## src/rtl/rxq_pkg.sv

```systemverilog
`timescale 1ns/1ps
package rxq_pkg;

  // register offsets (byte addresses)
  localparam int OFF_CTRL  = 'h08;
  localparam int OFF_DATA  = 'h14;
  localparam int OFF_BCTL  = 'h18;
  localparam int OFF_LEVEL = 'h1C;

  // bit positions
  localparam int CTRL_IE_BIT   = 6;
  localparam int CTRL_RXEN_BIT = 4;
  localparam int BCTL_TRIG_HI  = 7;
  localparam int BCTL_TRIG_LO  = 6;
  localparam int BCTL_FLUSH    = 1;

  // threshold in bytes for a two-bit code
  function automatic int unsigned trig_level(input logic [1:0] code,
                                             input int unsigned depth);
    int unsigned lvl;
    case (code)
      2'd0:    lvl = 1;
      2'd1:    lvl = 4;
      2'd2:    lvl = 8;
      default: lvl = depth - 2;
    endcase
    return lvl;
  endfunction

  // fill count after one edge
  function automatic int unsigned fill_next(input int unsigned cur,
                                            input logic push,
                                            input logic pop);
    int unsigned n;
    n = cur;
    if (push && !pop) n = cur + 1;
    else if (pop && !push) n = cur - 1;
    return n;
  endfunction

  // ring pointer advance
  function automatic int unsigned ring_next(input int unsigned p,
                                            input int unsigned depth);
    return (p + 1 == depth) ? 0 : p + 1;
  endfunction

  // ready flag after one edge
  function automatic logic flag_next(input logic cur, input int unsigned cnt,
                                     input int unsigned lvl, input logic push,
                                     input logic pop, input logic flush);
    logic f;
    f = cur;
    if (flush) f = 1'b0;
    else if (push && !pop) begin
      if (cnt + 1 >= lvl) f = 1'b1;
    end else if (pop && !push) begin
      if (cnt - 1 < lvl) f = 1'b0;
    end
    return f;
  endfunction

endpackage

```

## src/rtl/rxq_ctl_regs.sv

```systemverilog
`timescale 1ns/1ps
module rxq_ctl_regs
  import rxq_pkg::*;
#(
  parameter int AW = 6,
  parameter int DW = 8
) (
  input  logic          clk,
  input  logic          rst_n,
  input  logic          bus_wr,
  input  logic [AW-1:0] bus_addr,
  input  logic [DW-1:0] bus_wdata,
  output logic          irq_en,
  output logic          rx_en,
  output logic [1:0]    trig_code,
  output logic          flush
);

  logic wr_ctrl, wr_bctl;
  logic unused_wdata;

  assign wr_ctrl = bus_wr && (bus_addr == AW'(OFF_CTRL));
  assign wr_bctl = bus_wr && (bus_addr == AW'(OFF_BCTL));
  assign flush   = wr_bctl && bus_wdata[BCTL_FLUSH];
  assign unused_wdata = ^bus_wdata;

  always_ff @(posedge clk) begin
    if (!rst_n) begin
      irq_en    <= 1'b0;
      rx_en     <= 1'b0;
      trig_code <= 2'd0;
    end else begin
      if (wr_ctrl) begin
        irq_en <= bus_wdata[CTRL_IE_BIT];
        rx_en  <= bus_wdata[CTRL_RXEN_BIT];
      end
      if (wr_bctl) trig_code <= bus_wdata[BCTL_TRIG_HI:BCTL_TRIG_LO];
    end
  end

  AST_CODE_HOLD: assert property (@(posedge clk) disable iff (!rst_n)
    !wr_bctl |=> $stable(trig_code));

endmodule

```

## src/rtl/rxq_store.sv

```systemverilog
`timescale 1ns/1ps
module rxq_store
  import rxq_pkg::*;
#(
  parameter int DEPTH = 16,
  parameter int DW    = 8
) (
  input  logic                       clk,
  input  logic                       rst_n,
  input  logic                       push,
  input  logic                       pop,
  input  logic                       flush,
  input  logic [DW-1:0]              din,
  output logic [DW-1:0]              dout,
  output logic [$clog2(DEPTH+1)-1:0] count
);

  localparam int PW = $clog2(DEPTH);
  localparam int CW = $clog2(DEPTH+1);

  logic [DW-1:0] mem [DEPTH];
  logic [PW-1:0] wr_ptr, rd_ptr;

  always_ff @(posedge clk) begin
    if (push) mem[wr_ptr] <= din;
  end

  always_ff @(posedge clk) begin
    if (!rst_n || flush) begin
      wr_ptr <= '0;
      rd_ptr <= '0;
      count  <= '0;
    end else begin
      if (push) wr_ptr <= PW'(ring_next(32'(wr_ptr), DEPTH));
      if (pop)  rd_ptr <= PW'(ring_next(32'(rd_ptr), DEPTH));
      count <= CW'(fill_next(32'(count), push, pop));
    end
  end

  assign dout = mem[rd_ptr];

  AST_CNT_RANGE: assert property (@(posedge clk) disable iff (!rst_n)
    32'(count) <= DEPTH);
  AST_FULL_HOLD: assert property (@(posedge clk) disable iff (!rst_n)
    (32'(count) == DEPTH && !pop && !flush) |=> 32'(count) == DEPTH);
  AST_FLUSH_EMPTY: assert property (@(posedge clk) disable iff (!rst_n)
    flush |=> count == '0);
  AST_BOTH_STEADY: assert property (@(posedge clk) disable iff (!rst_n)
    (push && pop && !flush) |=> $stable(count));

endmodule

```

## src/rtl/rxq_ready_flag.sv

```systemverilog
`timescale 1ns/1ps
module rxq_ready_flag
  import rxq_pkg::*;
#(
  parameter int DEPTH = 16
) (
  input  logic                       clk,
  input  logic                       rst_n,
  input  logic                       push,
  input  logic                       pop,
  input  logic                       flush,
  input  logic [$clog2(DEPTH+1)-1:0] count,
  input  logic [1:0]                 trig_code,
  output logic                       ready
);

  int unsigned lvl;
  logic        reached_after_push;
  logic        under_after_pop;

  assign lvl = trig_level(trig_code, DEPTH);
  // events brought out for the checks
  assign reached_after_push = push && !pop && !flush && (32'(count) >= lvl - 1);
  assign under_after_pop    = pop && !push && !flush && (32'(count) <= lvl);

  always_ff @(posedge clk) begin
    if (!rst_n) ready <= 1'b0;
    else        ready <= flag_next(ready, 32'(count), lvl, push, pop, flush);
  end

  AST_FLAG_RAISE: assert property (@(posedge clk) disable iff (!rst_n)
    reached_after_push |=> ready);
  AST_FLAG_DROP: assert property (@(posedge clk) disable iff (!rst_n)
    under_after_pop |=> !ready);
  AST_FLAG_FLUSH: assert property (@(posedge clk) disable iff (!rst_n)
    flush |=> !ready);
  AST_FLAG_BOTH: assert property (@(posedge clk) disable iff (!rst_n)
    (push && pop && !flush) |=> $stable(ready));

endmodule

```

## src/rtl/rx_trigger_fifo.sv

```systemverilog
`timescale 1ns/1ps
module rx_trigger_fifo
  import rxq_pkg::*;
#(
  parameter int DEPTH = 16,
  parameter int DW    = 8,
  parameter int AW    = 6
) (
  input  logic                       clk,
  input  logic                       rst_n,
  input  logic                       rx_valid,
  input  logic [DW-1:0]              rx_data,
  input  logic                       bus_wr,
  input  logic                       bus_rd,
  input  logic [AW-1:0]              bus_addr,
  input  logic [DW-1:0]              bus_wdata,
  output logic [DW-1:0]              bus_rdata,
  output logic [$clog2(DEPTH+1)-1:0] fill_level,
  output logic                       rx_ready,
  output logic                       rx_irq
);

  localparam int CW = $clog2(DEPTH+1);

  logic          irq_en, rx_en, flush;
  logic [1:0]    trig_code;
  logic          rd_any, rd_data_req, rd_level_req;
  logic          push_ok, pop_ok;
  logic [DW-1:0] head_byte;
  logic [CW-1:0] count;

  rxq_ctl_regs #(.AW(AW), .DW(DW)) u_regs (
    .clk(clk), .rst_n(rst_n), .bus_wr(bus_wr), .bus_addr(bus_addr),
    .bus_wdata(bus_wdata), .irq_en(irq_en), .rx_en(rx_en),
    .trig_code(trig_code), .flush(flush)
  );

  assign rd_any       = bus_rd && !bus_wr;
  assign rd_data_req  = rd_any && (bus_addr == AW'(OFF_DATA));
  assign rd_level_req = rd_any && (bus_addr == AW'(OFF_LEVEL));
  assign push_ok      = rx_valid && rx_en && (32'(count) < DEPTH) && !flush;
  assign pop_ok       = rd_data_req && (count != '0);

  rxq_store #(.DEPTH(DEPTH), .DW(DW)) u_store (
    .clk(clk), .rst_n(rst_n), .push(push_ok), .pop(pop_ok), .flush(flush),
    .din(rx_data), .dout(head_byte), .count(count)
  );

  rxq_ready_flag #(.DEPTH(DEPTH)) u_flag (
    .clk(clk), .rst_n(rst_n), .push(push_ok), .pop(pop_ok), .flush(flush),
    .count(count), .trig_code(trig_code), .ready(rx_ready)
  );

  always_ff @(posedge clk) begin
    if (!rst_n) begin
      bus_rdata <= '0;
    end else if (rd_any) begin
      if (rd_data_req)       bus_rdata <= (count != '0) ? head_byte : '1;
      else if (rd_level_req) bus_rdata <= DW'(count);
      else                   bus_rdata <= '0;
    end
  end

  assign fill_level = count;
  assign rx_irq     = rx_ready && irq_en;

  AST_EMPTY_READ: assert property (@(posedge clk) disable iff (!rst_n)
    (rd_data_req && count == '0) |=> (bus_rdata == '1 && count == '0));
  AST_LEVEL_READ: assert property (@(posedge clk) disable iff (!rst_n)
    rd_level_req |=> bus_rdata == DW'($past(count)));
  AST_RX_OFF: assert property (@(posedge clk) disable iff (!rst_n)
    (rx_valid && !rx_en && !rd_data_req && !flush) |=> $stable(count));
  AST_IRQ_GATE: assert property (@(posedge clk) disable iff (!rst_n)
    rx_irq |-> rx_ready);

endmodule

```

## config.mk

```make
export PLATFORM = sky130hd
export DESIGN_NAME = rx_trigger_fifo
export DESIGN_NICKNAME = d
export VERILOG_FILES = /design/src/rtl/rxq_pkg.sv /design/src/rtl/rxq_ctl_regs.sv /design/src/rtl/rxq_store.sv /design/src/rtl/rxq_ready_flag.sv /design/src/rtl/rx_trigger_fifo.sv
export SDC_FILE = /design/constraint.sdc
export NUM_CORES = 1
export LEC_CHECK = 0
export ABC_AREA = 1
export BUFFER_PORTS_ARGS = -buffer_cell sky130_fd_sc_hd__buf_2
export CELL_PAD_IN_SITES_DETAIL_PLACEMENT = 1
export CELL_PAD_IN_SITES_GLOBAL_PLACEMENT = 1
export CORE_UTILIZATION = 43
export CTS_CLUSTER_DIAMETER = 80
export DETAILED_ROUTE_END_ITERATION = 12
export PLACE_DENSITY = 0.77
export SYNTH_ARGS = -nofsm -noshare
export SYNTH_HDL_FRONTEND = slang
export SYNTH_SLANG_ARGS = --single-unit
```

## constraint.sdc

```tcl
create_clock -name clk -period 2.2 [get_ports clk]
set_input_delay 0.22 -clock clk [delete_from_list [all_inputs] [get_ports clk]]
set_output_delay 0.22 -clock clk [all_outputs]
set_load 0.02 [all_outputs]
```

# Yosys cells after proc, flatten, opt, wreduce, memory -nomap -nowiden

Memories as Yosys holds them, arrays and structs flattened. A register that Yosys moved wholly into a read port is not among the register bits.
Cells that the tools add are included.

Word-level logic and storage cells: 67
Register bits after elaboration: 26
Memory bits (writable): 128
Output and inout bits: 15
Input port bits: 27
Memories: 1

Reduce and logical (&&, ||, !) cells: 25
Mux-type cells: 16
$lt $le $gt $ge: 3
Equality and inequality tests: 9
Add/sub/neg operators: 4
Bitwise operators: 1

Memories:

| memory      | depth | bits a word | read ports | clocked after memory_dff | write ports | line            | RTL |
|---|---|---|---|---|---|---|---|
| u_store.mem | 16    | 8           | 1          | 1                        | 1           | rxq_store.sv:21 | `logic [DW-1:0] mem [DEPTH];` |

Operators by type and width:

| cell                | count |
|---|---|
| $lt 32x4->1         | 1 |
| $eq 6x5->1 const B  | 3 |
| $mux 4              | 4 |
| $mux 8              | 2 |
| $mux 5              | 3 |
| $logic_and 1x1->1   | 13 |
| $pmux 4 s3          | 1 |
| $add 4x1->5 const B | 2 |
| $eq 5x5->1 const B  | 2 |
| $add 5x1->6 const B | 1 |
| $eq 6x4->1 const B  | 1 |
| $ge 6x4->1          | 1 |
| $mux 1              | 6 |
| $sub 5x1->6 const B | 1 |
| $logic_not 1->1     | 5 |
| $lt 5x5->1 const B  | 1 |
| $reduce_bool 5->1   | 1 |
| $reduce_bool 2->1   | 2 |
| $reduce_and 3->1    | 1 |
| $eq 2x1->1 const B  | 1 |
| $eq 2x2->1 const B  | 1 |
| $logic_not 2->1     | 1 |
| $ne 2x2->1 const B  | 1 |
| $reduce_or 2->1     | 1 |
| 2 further kinds     | 2 |

# Logic depth before layout (Yosys ltp)

Gate-level depths: netlist of the first run.

Word-level depth: 9
Depth in mapped cells: 13

# By module

From an unflattened synthesis of the first run, not the netlist that was laid out.

Cell total of the unflattened synthesis: 751
Area, all modules: 7357.1 um2

Modules (own cells, without submodules):

| module          | area each (um2) | seq. area each (um2) | times used | cells an instance |
|---|---|---|---|---|
| rxq_store       | 6183.4          | 4184.0               | 1          | 546 |
| rx_trigger_fifo | 516.7           | 160.2                | 1          | 91 |
| rxq_ready_flag  | 406.6           | 20.0                 | 1          | 71 |
| rxq_ctl_regs    | 250.2           | 80.1                 | 1          | 43 |

# Worst setup path before layout of the first run

No wires, ideal clock.

Kind: reg-to-reg
Start point: register u_store.count[0]
End point: register u_flag.ready
Cell stages (with the launch flop): 14
Path buffers: 0
Library setup time: 0.115 ns
Arrival: 2.110 ns
Setup slack: -0.025 ns
Path through: dfxtp_1 -> inv_1 -> ha_1 -> nand3_2 -> inv_2 -> nor2_4 -> inv_4 -> ha_1 -> nor2_1 -> o21ai_0 -> nor2_1 -> nand2_1 -> a21oi_1 -> nor2_1

Longest elaborated chain between the ends: 7
Elaborated cells between the ends (all ways): 18

RTL lines:

| what                                                | line                 | RTL |
|---|---|---|
| start, declared                                     | rxq_store.sv:15      | `output logic [$clog2(DEPTH+1)-1:0] count` |
| start signal, assigned                              | rxq_store.sv:36      | `count <= CW'(fill_next(32'(count), push, pop));` |
| branches (longest 7 deep; another with $lt 32x4->1) | -                    |  |
| end signal, assigned                                | rxq_ready_flag.sv:28 | `else ready <= flag_next(ready, 32'(count), lvl, push, pop, flush);` |
| end, declared                                       | rxq_ready_flag.sv:14 | `output logic ready` |

Parallel ways; which one is timed is not known.
A chain may end at the register's enable or synchronous reset.

# Worst setup path after layout of the first run

Start point: register u_store.count[1]
End point: register u_flag.ready

The elaborated chain is that of the path after synthesis.

==> impl_metrics.json, run 1 <==
{
  "required_ns": 2.52,
  "regArea_um2": 4450,
  "cpMaxStageDelayCell": "dfxtp_2",
  "core_um2": 16000,
  "synthTopCellsByArea": "edfxtp_1 (54%), nand2_1 (13%), dfxtp_1 (8.4%)",
  "post-route-period-util_pct": 90.4,
  "crit_chain": "inv_2, ha_4, xnor2_1, inv_1, ha_1, inv_1, nor2_1, o21ai_0, nand2_1, a21oi_1, nor2_1",
  "synth_top_area_share_pct": 54.0,
  "layout_common_cells": "nand2_1 (250), edfxtp_1 (128), inv_1 (101)",
  "path_clk_slew_ns": 0.06,
  "syn_area_per_cell_um2": 9.46,
  "multi_input_area_um2": 2170,
  "irDropWorstVdd_mv": 0.489,
  "p_leak_uw": 0.00344,
  "h-tree-depth": 4,
  "ios": 42,
  "tritoncts": "yes",
  "cts.sinks": 158,
  "dr_wl_met3_um": 679,
  "maxCapViolations": 0,
  "slowest_delay_ns": 0.38,
  "fill_cells": 1913,
  "grt_overflow": 0,
  "maxSlewViolCount": 0,
  "grt_max_degree": 41,
  "max_slew.worst_pin.slew_ns": 0.796,
  "clk_path_buf_depth": 2,
  "grt_pass1_vias": 5603,
  "wl_met2_um": 9800,
  "synth_top_flop_cell": "edfxtp_1",
  "timing.final.hold_violations": 0,
  "post-cts-setup-buffer-count": 0,
  "final_common_cell": "nand2_1",
  "dp_hpwl_um": 12900,
  "drt_iter0_drc": 394,
  "crit_arrival_ns": 2.31,
  "drtAntennaViolNets": 0,
  "syn_to_final_growth_pct": 15.8,
  "synthArstFlopShare_pct": 0,
  "ys_warn_count": 0,
  "antenna_found_initial": 0,
  "synth_nets": 794,
  "tns_ns": 0,
  "ys_seq_elements": 158,
  "status": "complete, no violations",
  "netlist_area_um2": 7110,
  "wl_met1_um": 8190,
  "clkLatencyLatePin_ns": 0.43,
  "layout.cells.non_filler": 1037,
  "hold_path.class": "input pin to register",
  "min_period_ns": 1.99,
  "skew_ns": 0.00723,
  "worst-setup-path-type": "register to register",
  "power_uw": 6100,
  "numCtsBuffers": 17,
  "num_rows": 46,
  "cts_root_buffer": "clkbuf_16",
  "p_per_area_nw_per_um2": 740,
  "yosys.area.top_type": "edfxtp_1",
  "routedWlPerCell_um": 18.5,
  "grt_usage_pct": 24.4,
  "drc": 0,
  "finalWeightedCongestion": 0.823,
  "routed_wl_um": 19100,
  "ys_seq_area_share_pct": 62.5,
  "die_h_um": 131,
  "top_layer": "met4",
  "fin_nets": 851,
  "synth_cell_types": 30,
  "io_buffers": 37,
  "finalSetupViolCount": 0,
  "die-area_um2": 17100,
  "placed_cells": 1006,
  "drive_above_1_share_pct": 14.0,
  "antenna_cells": 0,
  "synthCells": 752,
  "grt_pass1_wl_um": 30300,
  "slew_headroom_pct": 46.7,
  "cp_max_fo": 5,
  "fmax_mhz": 503,
  "drtPass1Iterations": 4,
  "start_kind": "register",
  "ctsHoldBuffers": 0,
  "viasPerCell": 5.19,
  "routed-via-count": 5380,
  "critPathCaptureType": "register",
  "die_w_um": 131,
  "grt_setup_unrepaired": "false",
  "synth_edf_count": 128,
  "floorplan.initialDensity_pct": 44.5,
  "ff2ff_setup_slack_ns": 0.21
}
[layout make-up]
cell class	instances	share of cell area, %
Sequential cell	158	54.1
Multi-Input combinational cell	461	26.3
Clock buffer	17	5.17
Inverter	108	4.98
Timing Repair Buffer	63	4.77
Tap cell	216	3.28
Clock inverter	14	1.43
[cell usage after synthesis (2+ instances only)]
master / number
inv_1: 103
nand2_1: 251
nor2_1: 35
nand4_1: 2
xor2_1: 3
inv_2: 4
nand3_1: 96
clkbuf_1: 6
o21ai_0: 17
buf_2: 16
nor3_1: 5
ha_1: 15
edfxtp_1: 128
a21oi_1: 24
buf_4: 2
nor2_4: 2
dfxtp_1: 30
[report_power, final]
group          leakage [uW]  internal, uW  switching, uW  total, uW
sequential          0.00139          3230           2.76       3230
clock              0.000267          1540           1200       2750
combinational       0.00178          30.6           90.3        121
[final timing paths]
path | from | end | depth (start not counted)
min reg2reg | bus_rdata[0]$_SDFFE_PN0P_ | bus_rdata[0]$_SDFFE_PN0P_ | 2
max reg2reg | u_store.count[1]$_SDFFE_PP0P_ | u_flag.ready$_SDFFE_PP0P_ | 11
max | u_store.count[1]$_SDFFE_PP0P_ | u_flag.ready$_SDFFE_PP0P_ | 11
min | bus_wdata[4] | u_regs.rx_en$_SDFFE_PN0P_ | 3
[registers in the layout, indices dropped and copies added (netlist names), named ones only]
register and flops:
bus_rdata 8, u_regs.trig_code 2, u_regs.rx_en 1, u_regs.irq_en 1
u_store.rd_ptr 4, u_store.mem 128, u_store.wr_ptr 4, u_flag.ready 1
u_store.count 5
[layer usage]
layer	vias to the layer above	track usage (%)
met5	-	0
li1	2558	-
met4	0	9.60
met2	97	41.6
met1	2695	30.7
met3	30	4.76
[cell families (layout without fill, tap and decap cells)]
logic type                 after synthesis  after routing  synth area share (%)
xor gates and xnor gates                 4              4                 0.493
DFF                                    158            158                  62.5
and+or+nand+nor                        397            397                  23.6
buffers and inverters                  133            202                  7.44
AOI/OAI and AO/OA                       45             45                  3.34
adders and majority gates               15             15                  2.64
[repair_timing]
| action | CTS | global route |
|---|---|---|
| hold endpoints to repair | 0 | 0 |
| pin swaps | 0 | 1 |
| setup endpoints to repair | 1 | 1 |
| gates resized for setup | 2 | 9 |
[worst max-delay path, delay by kind of cell (launching register included)]
family	cells	cell delay (ns)
buf+inv	3	0.23
simple gates	3	0.18
flops	1	0.38
compound gates	2	0.33
xor+xnor	1	0.30
fa+ha+maj	2	0.46
[stage by stage]
stage                     utilization [%]  hold slack (ns)  setup slack, ns  cell area (um2)
final                                51.5           0.0339            0.210             8240
after global routing                 51.5           0.0475           0.0462             8240
after CTS                            51.3           0.0206           0.0309             8200
after detailed placement             47.9            0.460          -0.0118             7660
after global placement               47.9            0.456            0.145             7660
after floorplan                         -            0.319           0.0584             7110
Power figures use the tool's default switching activity.
==> run 2, diff against run 1 <==
Settings changed: CORE_UTILIZATION 43 to 35, CTS_CLUSTER_SIZE set to 12, PLACE_DENSITY 0.77 to 0.65.
==> run 2 against run 1 <==
Net effect: die area rose by 22%; largest power group is now clock; clock skew increased by 0.0052 ns; largest cell class unchanged; critical path depth shrank 4.
==> impl_metrics.json, run 2 (synthesized netlist as in run 1, its figures left out) <==
{
  "core_um2": 19700,
  "pwr-share-comb_pct": 1.8,
  "ios": 42,
  "start_kind": "register",
  "netSwitchingPower_uw": 1350,
  "clkLatencyLatePin_ns": 0.43,
  "final_core_util_pct": 42.2,
  "grt_pass1_wl_um": 30500,
  "finalSetupViolCount": 0,
  "drt_iter0_drc": 329,
  "p_sw_share_pct": 20.4,
  "viasPerCell": 4.88,
  "clk_path_buf_depth": 2,
  "drtPass1Iterations": 4,
  "hold_slack_ns": 0.00958,
  "timing.final.hold_violations": 0,
  "dp_hpwl_um": 13100,
  "cts_root_buffer": "clkbuf_16",
  "maxCapViolations": 0,
  "path_clk_slew_ns": 0.07,
  "min_period_ns": 2.05,
  "hold_path.class": "input pin to register",
  "floorplan.initialDensity_pct": 36.1,
  "layout_common_cells": "nand2_1 (251), edfxtp_1 (128), inv_1 (103)",
  "worst-setup-path-type": "register to register",
  "post-route-period-util_pct": 93.2,
  "reg2regPathDepth": 7,
  "final_common_cell": "nand2_1",
  "routed_wl_um": 19300,
  "clkPwrFrac_pct": 49.5,
  "p_per_area_nw_per_um2": 797,
  "tns_ns": 0,
  "maxSlewViolCount": 0,
  "reg_top3": "u_store.mem x128, bus_rdata x8, u_store.count x5",
  "cp_max_fo": 8,
  "p_int_uw": 5290,
  "final_cell_area_um2": 8330,
  "skew_ns": 0.0124,
  "routedWlPerCell_um": 17.9,
  "dpl-instance-area_um2": 7660,
  "io_buffers": 37,
  "slew_headroom_pct": 49.2,
  "grt_overflow": 0,
  "antenna_found_initial": 1,
  "required_ns": 2.26,
  "fill_cells": 2215,
  "cts.sinks": 158,
  "grt_max_degree": 41,
  "routed-via-count": 5271,
  "fmax_mhz": 488,
  "regMostFlops": "u_store.mem",
  "holdPathStages": 3,
  "drtAntennaViolNets": 0,
  "setup_ws_ns": 0.151,
  "post-cts-setup-buffer-count": 0,
  "drc": 0,
  "h-tree-depth": 4,
  "grt_pass1_vias": 5628,
  "largest_reg_flops": 128,
  "fin_nets": 843,
  "ff2ff_setup_slack_ns": 0.15,
  "dp_slack_ns": 0.0129,
  "numCtsBuffers": 17,
  "finalWeightedCongestion": 0.796,
  "die-area_um2": 20900,
  "die_h_um": 145,
  "irDropWorstVdd_mv": 0.601,
  "crit_arrival_ns": 2.11,
  "seqPwrFrac_pct": 48.7,
  "syn_to_final_growth_pct": 17.1,
  "grt_usage_pct": 20.0,
  "p_leak_uw": 0.00344,
  "grt_setup_unrepaired": "true",
  "num_rows": 51,
  "tritoncts": "yes",
  "critPathCaptureType": "register",
  "status": "complete, no violations",
  "die_w_um": 145,
  "drive_above_1_share_pct": 13.0,
  "max_slew.worst_pin.slew_ns": 0.759
}
==> run 2: metrics by stage <==
step	power (uW)	std cells
global placement	3410	1047
floorplan	3330	752
detailed placement	3420	1047
global route	6800	1080
CTS	6680	1079
finish	6640	1080
==> run 2: layout make-up <==
class	count	area [um2]	area share (%)
Sequential cell	158	4450	53.4
Multi-Input combinational cell	461	2150	25.8
Clock buffer	17	425	5.11
Inverter	108	408	4.90
Timing Repair Buffer	55	333	4.00
Tap cell	265	332	3.98
Clock inverter	15	230	2.76
Antenna cell	1	2.50	0.0300
==> run 2: worst paths after layout <==
kind / from / endpoint
min: bus_wdata[4] / u_regs.rx_en$_SDFFE_PN0P_
min reg2reg: bus_rdata[0]$_SDFFE_PN0P_ / bus_rdata[0]$_SDFFE_PN0P_
max reg2reg: u_store.count[4]$_SDFFE_PP0P_ / u_store.mem[4][4]$_DFFE_PP_
max: u_store.count[4]$_SDFFE_PP0P_ / u_store.mem[4][4]$_DFFE_PP_
==> run 2: power groups by stage <==
stage	clock network, uW	logic [uW]	registers (uW)
2_1_floorplan	0	33.6	3300
3_3_place_gp	0	118	3300
3_5_place_dp	0	124	3300
4_1_cts	3330	125	3230
5_1_grt	3440	134	3230
6_report	3290	121	3230
==> run 2: metal layers <==
| metal | wire, um | GRT usage [%] |
|---|---|---|
| met1 | 8300 | 24.8 |
| met2 | 10100 | 35.6 |
| met3 | 692 | 3.38 |
| met4 | 239 | 5.54 |
| met5 | 0 | 0 |
==> run 2: timing repair <==
action	in CTS	in global routing
hold buffers	0	0
resized for setup	0	5
hold endpoints to repair	0	0
setup endpoints to repair	0	46
==> run 2: critical path, cell delays in order, from the launching register on <==
cell and delay (ns):
dfxtp_1 0.35, inv_1 0.08, nand3_1 0.12, inv_1 0.10, nand2_1 0.08, inv_2 0.12, nand2_1 0.19, nor2_1 0.63
==> run 3, diff against run 2 <==
Settings changed: GPL_TIMING_DRIVEN set to 0.
==> run 3 against run 2 <==
Net effect: global-route usage rose by 1.1 points; critical path depth did not move; worst hold slack improved by 0.016 ns; first-iteration DRC count rose by 8.2%; clock skew fell by 0.0045 ns; cell count rose by 0.83%; critical path type unchanged; largest cell class unchanged; highest routed layer unchanged.
==> impl_metrics.json, run 3 (synthesized netlist as in run 1, its figures left out) <==
{
  "routed_wl_um": 20500,
  "irDropWorstVdd_mv": 0.541,
  "die_h_um": 145,
  "antenna_cells": 0,
  "clk_path_buf_depth": 2,
  "status": "complete, no violations",
  "num_rows": 51,
  "top_layer": "met4",
  "post-route-period-util_pct": 95.6,
  "tritoncts": "yes",
  "wl_met2_um": 10600,
  "dp_slack_ns": -0.227,
  "crit_arrival_ns": 2.17,
  "cp_max_fo": 8,
  "dp_hpwl_um": 14300,
  "drive_above_1_share_pct": 14.9,
  "wl_met1_um": 8890,
  "regMostFlops": "u_store.mem",
  "setup_ws_ns": 0.0962,
  "hold_path.class": "input pin to register",
  "start_kind": "register",
  "core_um2": 19700,
  "path_clk_slew_ns": 0.06,
  "max_slew.worst_pin.slew_ns": 0.717,
  "p_per_area_nw_per_um2": 779,
  "syn_to_final_growth_pct": 18.6,
  "layout_common_cells": "nand2_1 (251), edfxtp_1 (128), inv_1 (102)",
  "routedWlPerCell_um": 18.9,
  "routed-via-count": 5324,
  "maxCapViolations": 0,
  "numCtsBuffers": 17,
  "viasPerCell": 4.89,
  "final_cell_area_um2": 8440,
  "largest_reg_flops": 128,
  "required_ns": 2.26,
  "grt_overflow": 0,
  "dr_wl_met3_um": 723,
  "cts.sinks": 158,
  "reg_top3": "u_store.mem x128, bus_rdata x8, u_store.count x5",
  "antenna_found_initial": 0,
  "skew_ns": 0.00791,
  "grt_pass1_vias": 5591,
  "floorplan.initialDensity_pct": 36.1,
  "maxSlewViolCount": 0,
  "slew_headroom_pct": 52.2,
  "fin_nets": 853,
  "io_buffers": 37,
  "grt_max_degree": 17,
  "cts_root_buffer": "clkbuf_16",
  "ctsHoldBuffers": 0,
  "drt_iter0_drc": 356,
  "clkLatencyLatePin_ns": 0.43,
  "drtPass1Iterations": 4,
  "critPathCaptureType": "register",
  "grt_setup_unrepaired": "true",
  "timing.final.hold_violations": 0,
  "grt_pass1_wl_um": 31300,
  "fmax_mhz": 475,
  "p_leak_uw": 0.00345,
  "die-area_um2": 20900,
  "worst-setup-path-type": "register to register",
  "power_uw": 6580,
  "ios": 42,
  "dpl-instance-area_um2": 7630,
  "drtAntennaViolNets": 0,
  "h-tree-depth": 4,
  "min_period_ns": 2.10,
  "finalWeightedCongestion": 0.870,
  "finalSetupViolCount": 0,
  "final_common_cell": "nand2_1",
  "die_w_um": 145,
  "drc": 0,
  "final_core_util_pct": 42.8,
  "grt_usage_pct": 21.1
}
==> run 3: changes by cell type in the layout (fill, tap and decap cells not counted), moves of 2 or more <==
cell / delta
buf_2: +16
buf_4: -14
clkbuf_1: +7
clkinv_2: +2
inv_6: -2
nor2_1: -13
nor2_2: +4
nor2_4: +9
==> run 3: metrics by stage <==
stage	hold WS [ns]	TNS (ns)	std cells
final	0.0257	0	1089
after floorplan	0.319	0	752
after CTS	0.0174	-2.29	1087
after detailed placement	0.456	-10.31	1054
after global routing	0.0265	-0.938	1089
after global placement	0.458	-4.60	1054
==> run 3: critical path, stage by stage (launching register included) <==
cell and delay, ns:
dfxtp_1 0.36, inv_2 0.13, nand3_1 0.13, inv_1 0.11
nand2_1 0.12, inv_2 0.13, nand2_1 0.26, nor2_2 0.49
==> run 3: path summary, 6_finish.rpt <==
path | cells after the start | slack, ns | to | from
max | 7 | 0.1 | u_store.mem[14][2]$_DFFE_PP_ | u_store.count[4]$_SDFFE_PP0P_
min | 3 | 0.03 | u_regs.rx_en$_SDFFE_PN0P_ | bus_wdata[4]
max reg2reg | 7 | 0.1 | u_store.mem[14][2]$_DFFE_PP_ | u_store.count[4]$_SDFFE_PP0P_
min reg2reg | 2 | 0.47 | bus_rdata[4]$_SDFFE_PN0P_ | bus_rdata[4]$_SDFFE_PN0P_
==> run 3: cell type report <==
class	count	area, um2
Multi-Input combinational cell	461	2250
Timing Repair Buffer	40	233
Clock inverter	14	215
Sequential cell	158	4450
Tap cell	265	332
Buffer	25	121
Inverter	108	408
Fill cell	2228	11300
Clock buffer	18	429
==> run 3: report_power, final <==
part,total [uW],switching [uW],internal (uW)
Combinational,119,90.7,28.5
Clock,3230,1210,2020
Sequential,3230,3.00,3230
==> run 3: metal layers <==
| layer | global-route usage (%) | vias up |
|---|---|---|
| met2 | 37.9 | 85 |
| met4 | 6.87 | 0 |
| met1 | 25.1 | 2650 |
| li1 | - | 2565 |
| met3 | 3.97 | 24 |
| met5 | 0 | - |
==> run 3: repair_timing <==
action	CTS	global route
setup endpoints to repair	134	134
pin swaps	1	2
gates resized for setup	13	20
setup buffers	1	2
